<file path="config.mk">
export PLATFORM = sky130hd
export DESIGN_NAME = prnmech_ctrl
export DESIGN_NICKNAME = d
export VERILOG_FILES = /design/src/rtl/prnmech_pkg.sv /design/src/rtl/step_phase_chan.sv /design/src/rtl/head_dot_buf.sv /design/src/rtl/prnmech_ctrl.sv
export SDC_FILE = /design/constraint.sdc
export NUM_CORES = 1
export LEC_CHECK = 0
export BUFFER_PORTS_ARGS = -buffer_cell sky130_fd_sc_hd__buf_2
export CORE_MARGIN = 4
export CORE_UTILIZATION = 55
export CTS_BUF_LIST = sky130_fd_sc_hd__clkbuf_2 sky130_fd_sc_hd__clkbuf_4 sky130_fd_sc_hd__clkbuf_8
export CTS_CLUSTER_DIAMETER = 150
export DETAILED_ROUTE_END_ITERATION = 6
export PLACE_DENSITY = 0.88
export SYNTH_ARGS = -nofsm -noshare
export SYNTH_HDL_FRONTEND = slang
export SYNTH_SLANG_ARGS = --single-unit
</file>
<file path="constraint.sdc">
create_clock -name clk -period 3.4 [get_ports clk]
set_input_delay 1.02 -clock clk [delete_from_list [all_inputs] [get_ports clk]]
set_output_delay 1.02 -clock clk [all_outputs]
set_load 0.005 [all_outputs]
</file>
<file path="src/rtl/prnmech_pkg.sv">
package prnmech_pkg;
  localparam int DW     = 8;
  localparam int AW     = 3;
  localparam int PH_W   = 4;
  localparam int HEAD_W = DW + 1;
  localparam int N_CH   = 2;

  localparam logic [AW-1:0] A_MODE  = 3'd0;
  localparam logic [AW-1:0] A_HD_HI = 3'd1;
  localparam logic [AW-1:0] A_HD_LO = 3'd2;
  localparam logic [AW-1:0] A_PH0   = 3'd3;

  localparam int MB_PROT  = 0;
  localparam int MB_BANK0 = 5;
  localparam int MB_BANK1 = 6;
  localparam int MODE_W   = 7;

  // register order is A,C,B,D; sequence order is A,B,C,D
  function automatic logic [PH_W-1:0] swap_bc(input logic [PH_W-1:0] v);
    return {v[3], v[1], v[2], v[0]};
  endfunction
endpackage

</file>
<file path="src/rtl/step_phase_chan.sv">
module step_phase_chan
  import prnmech_pkg::*;
(
  input  logic            clk,
  input  logic            rst,
  input  logic            step,
  input  logic            auto_en,
  input  logic            reverse,
  input  logic            wr_en,
  input  logic [PH_W-1:0] wr_phase,
  output logic [PH_W-1:0] phase
);
  localparam logic [PH_W-1:0] SEED = {2'b11, {(PH_W-2){1'b0}}};

  logic            step_d;
  logic            step_rise;
  logic [PH_W-1:0] seq_now;
  logic [PH_W-1:0] seq_nxt;
  logic            in_seq;

  always_ff @(posedge clk) step_d <= step;
  assign step_rise = step & ~step_d;

  assign seq_now = swap_bc(phase);

  always_comb begin
    logic [PH_W-1:0] probe;
    in_seq = 1'b0;
    probe  = SEED;
    for (int k = 0; k < PH_W; k++) begin
      if (seq_now == probe) in_seq = 1'b1;
      probe = {probe[0], probe[PH_W-1:1]};
    end
    if (!in_seq)      seq_nxt = SEED;
    else if (reverse) seq_nxt = {seq_now[PH_W-2:0], seq_now[PH_W-1]};
    else              seq_nxt = {seq_now[0], seq_now[PH_W-1:1]};
  end

  always_ff @(posedge clk) begin
    if (rst)                        phase <= '0;
    else if (wr_en)                 phase <= wr_phase;
    else if (auto_en && step_rise)  phase <= swap_bc(seq_nxt);
  end
endmodule

</file>
<file path="src/rtl/head_dot_buf.sv">
module head_dot_buf
  import prnmech_pkg::*;
(
  input  logic              clk,
  input  logic              rst,
  input  logic              ld_lo,
  input  logic              ld_hi,
  input  logic [DW-1:0]     wdata,
  input  logic              clr_first,
  input  logic              clr_second,
  input  logic              pulse,
  input  logic              prot_en,
  output logic [HEAD_W-1:0] head_out
);
  logic [HEAD_W-1:0] first_q;
  logic [HEAD_W-1:0] second_q;
  logic [HEAD_W-1:0] second_nxt;
  logic              pulse_d;
  logic              xfer;

  always_ff @(posedge clk) begin
    if (rst) pulse_d <= 1'b0;
    else     pulse_d <= pulse;
  end
  assign xfer = pulse & ~pulse_d;

  always_ff @(posedge clk) begin
    if (rst || clr_first) first_q <= '0;
    else begin
      if (ld_lo) first_q[DW-1:0]   <= wdata;
      if (ld_hi) first_q[HEAD_W-1] <= wdata[DW-1];
    end
  end

  always_comb begin
    if (clr_second)   second_nxt = '0;
    else if (xfer)    second_nxt = prot_en ? (first_q & ~second_q) : first_q;
    else              second_nxt = second_q;
  end

  always_ff @(posedge clk) begin
    if (rst) begin
      second_q <= '0;
      head_out <= '0;
    end else begin
      second_q <= second_nxt;
      head_out <= pulse ? second_nxt : '0;
    end
  end
endmodule

</file>
<file path="src/rtl/prnmech_ctrl.sv">
module prnmech_ctrl
  import prnmech_pkg::*;
(
  input  logic              clk,
  input  logic              rst,
  input  logic              cs,
  input  logic              rd,
  input  logic              wr,
  input  logic [AW-1:0]     addr,
  input  logic [DW-1:0]     wdata,
  output logic [DW-1:0]     rdata,
  input  logic              pf_step,
  input  logic              cr_step,
  input  logic              drive_pulse,
  output logic [PH_W-1:0]   pf_phase,
  output logic [PH_W-1:0]   cr_phase,
  output logic [HEAD_W-1:0] head_out,
  output logic [1:0]        bank_sel
);
  logic              wr_hit;
  logic              rd_hit;
  logic [MODE_W-1:0] mode_q;
  logic [N_CH-1:0]   step_v;
  logic [PH_W-1:0]   phase_v [N_CH];

  assign wr_hit = cs & wr;
  assign rd_hit = cs & rd;

  always_ff @(posedge clk) begin
    if (rst)                           mode_q <= '0;
    else if (wr_hit && addr == A_MODE) mode_q <= wdata[MODE_W-1:0];
  end

  assign bank_sel = {mode_q[MB_BANK1], mode_q[MB_BANK0]};

  // channel 0 = paper feed, channel 1 = carriage
  assign step_v = {cr_step, pf_step};

  for (genvar g = 0; g < N_CH; g++) begin : g_chan
    localparam int               MAN_BIT = 1 + 2 * g;
    localparam int               REV_BIT = 2 + 2 * g;
    localparam logic [AW-1:0]    CH_ADDR = A_PH0 + AW'(g);
    step_phase_chan u_chan (
      .clk      (clk),
      .rst      (rst),
      .step     (step_v[g]),
      .auto_en  (~mode_q[MAN_BIT]),
      .reverse  (mode_q[REV_BIT]),
      .wr_en    (wr_hit && addr == CH_ADDR),
      .wr_phase (wdata[PH_W-1:0]),
      .phase    (phase_v[g])
    );
  end

  assign pf_phase = phase_v[0];
  assign cr_phase = phase_v[1];

  head_dot_buf u_head (
    .clk        (clk),
    .rst        (rst),
    .ld_lo      (wr_hit && addr == A_HD_LO),
    .ld_hi      (wr_hit && addr == A_HD_HI),
    .wdata      (wdata),
    .clr_first  (rd_hit && addr == A_HD_HI),
    .clr_second (rd_hit && addr == A_HD_LO),
    .pulse      (drive_pulse),
    .prot_en    (mode_q[MB_PROT]),
    .head_out   (head_out)
  );

  always_ff @(posedge clk) begin
    if (rst) rdata <= '0;
    else if (rd_hit) begin
      unique case (addr)
        A_MODE:            rdata <= DW'(mode_q);
        A_PH0:             rdata <= DW'(phase_v[0]);
        A_PH0 + AW'(1):    rdata <= DW'(phase_v[1]);
        default:           rdata <= '0;
      endcase
    end
  end
endmodule

</file>
==> results.yml <==
run_status:
  outcome: "completed"
job:
  cap_violations: 0
clock_tree:
  ctsHoldBuffers: 0
  htreeDepth: 2
  path_clk_slew_ps: 90
  cts.sinks: 52
  cts_resized: 0
  cts_tree: "built"
  root_buffer: "clkbuf_8"
  numCtsBuffers: 5
  insertion_delay_ps: 310
  postCtsSetupRepairBufs: 0
  cts_buffer_depth: 2
sta:
  setup-tns-final_ps: 0
  fin_worst_skew_ps: 5.906
  setup_viol: 0
  worst_slew_pin_slew_ps: 582.4
  rsz0062_at_grt: "false"
  slew_viol_final: 0
  max_slew_margin_pct: 61.12
  finalHoldViolCount: 0
  finalCritPeriodShare_pct: 57.87
  max_freq_ghz: 0.5082
  min_period_ps: 1968
cells_and_area:
  fin_nets: 302
  multi_input_area_um2: 1117
  final_layout_size_suffix_gt1_share_pct: 22.18
  synthToLayoutAreaGrowth_pct: 12.53
  final_cell_mix: "52 x dfxtp_1, 44 x buf_2, 37 x nor2_1, 28 x nand2_1, 25 x mux2i_1"
  diodes: 0
  seqCellArea_um2: 1041
  layout_commonest_cell: "dfxtp_1"
  n_fill_cell: 348
worst_setup_path:
  path_max_fanout: 8
  cp.arrival_ps: 2170
  critPathLaunchType: "input pin"
  critPathKind: "in -> reg"
  required_ps: 3610
  end_kind: "register"
  cpPeakStageDelay_ps: 260
  slowest_stage: "nor3b_1"
  crit_path_cell_trace: "buf_2, nand3b_1, nor3b_1, buf_4, mux2i_1, nor2_1"
  worstRegToRegCells: 4
yosys:
  yosysSeqAreaShare_pct: 45.94
  synth_warnings: 0
  syn_area_per_cell_um2: 9.137
  synth_cell_types: 37
  async_flop_share_pct: 0
  syn_area_um2: 2266
  syn_nets: 267
  ys.flop_type: "dfxtp_1"
  synth_seq_cells: 52
  synth_edf_count: 0
  synthCells: 248
detailed_routing:
  first_pass_iters: 4
  routed_wl_um: 4928
  remaining_drc_errors: 0
  drt-wirelength-per-cell_um: 14.75
  drt_first_iter_violations: 143
  num_vias: 1881
  viasPerCell: 5.632
  postRouteAntennaNets: 0
pwr:
  power_density_nw_per_um2: 432.6
  power_w: 0.001103
  cellLeakagePower_nw: 1.070
  vdd_drop_max_mv: 0.2916
placed_design:
  hpwl_um: 3571
  io_buffer_count: 44
  gp_congestion: 0.8516
die:
  die_w_um: 72.19
  ios: 46
  initial_core_util_pct: 56.65
  core_area_um2: 4000
  die_height_um: 72.19
  rows: 23
  die_area_um2: 5211
global_route:
  track_usage_pct: 19.36
  grt_pass1_vias: 1627
  antenna_found_initial: 0
  grt_pass1_wl_um: 7790
  grt_max_degree: 26
  grt_overflow: 0
min_path:
  whs_path_depth: 2
  hold_path.class: "reg -> reg"
==> where the power goes <==
| group | internal, W | total, W | switching [W] |
|---|---|---|---|
| Clock | 0.000182 | 0.000373 | 0.000190 |
| Combinational | 0.0000410 | 0.0000937 | 0.0000527 |
| Sequential | 0.000621 | 0.000637 | 0.0000156 |
==> area by class of cell <==
cell class | count | share of cell area (%)
Tap cell | 50 | 2.453
Timing Repair Buffer | 45 | 8.930
Clock buffer | 8 | 3.827
Sequential cell | 52 | 40.82
Inverter | 1 | 0.1472
Multi-Input combinational cell | 178 | 43.82
==> stage by stage <==
| step | cell area [µm²] | instances | hold slack, ps | utilization [%] | setup WS [ps] |
|---|---|---|---|---|---|
| 2_1_floorplan | 2266 | 248 | 442.9 | - | 1366 |
| 3_3_place_gp | 2452 | 326 | 450.9 | 61.31 | 1169 |
| 3_5_place_dp | 2452 | 326 | 445.4 | 61.31 | 1124 |
| 4_1_cts | 2550 | 334 | 465.8 | 63.75 | 1451 |
| 5_1_grt | 2550 | 334 | 486.9 | 63.75 | 1345 |
| 6_report | 2550 | 334 | 470.0 | 63.75 | 1432 |
==> cells in the mapped netlist, types with 3 or more instances <==
library cell	n	area [µm²]
a211oi_1	4	30.03
a21boi_0	9	67.56
a21oi_1	16	80.08
a221oi_1	4	35.03
and3b_1	3	26.28
buf_2	5	25.02
buf_4	3	22.52
buf_6	3	33.78
clkbuf_1	5	18.77
dfxtp_1	52	1041
mux2_2	4	45.04
mux2i_1	25	250.2
nand2_1	28	105.1
nand3_1	4	20.02
nand3b_1	3	22.52
nor2_1	37	138.9
nor3_1	7	35.03
nor3b_1	6	45.04
o211ai_1	4	30.03
==> cells by family (layout without fill, tap and decap cells) <==
logic type / count (synthesis) / in the layout / synth area share (%)
compound gates: 41 / 41 / 12.20
xor+xnor: 4 / 4 / 1.546
buf+inv: 18 / 54 / 4.748
flops: 52 / 52 / 45.94
mux: 29 / 29 / 13.03
other cells: 1 / 1 / 0.1655
simple gates: 103 / 103 / 22.36
==> critical path: cells and delay by family <==
kind          cells  cell delay (ps)
buf+inv           2              380
mux               1              220
simple gates      3              540
==> flip-flops by register name, indices dropped and copies added, names as in the netlist <==
signal	count
u_head.head_out	9
u_head.pulse_d	1
u_head.second_q	9
g_chan.u_chan.step_d	2
rdata	7
u_head.first_q	9
g_chan.u_chan.phase	8
mode_q	7
==> worst paths after layout <==
| path | from | to | slack (ps) |
|---|---|---|---|
| max | addr[0] | u_head.first_q[3] | 1430 |
| min | rdata[6] | rdata[6] | 470 |
| max reg2reg | mode_q[3] | g_chan[1].u_chan.phase[3] | 1910 |
| min reg2reg | rdata[6] | rdata[6] | 470 |
==> metal layers <==
metal / part of all wire (%) / track usage, % / vias up
met1: 45 / 24.76 / 896
met5: 0 / 0 / -
li1: - / - / 928
met3: 6.5 / 6.094 / 8
met2: 47 / 30.23 / 49
met4: 1.9 / 7.933 / 0
Note: power is estimated with default switching activity, not from simulation.
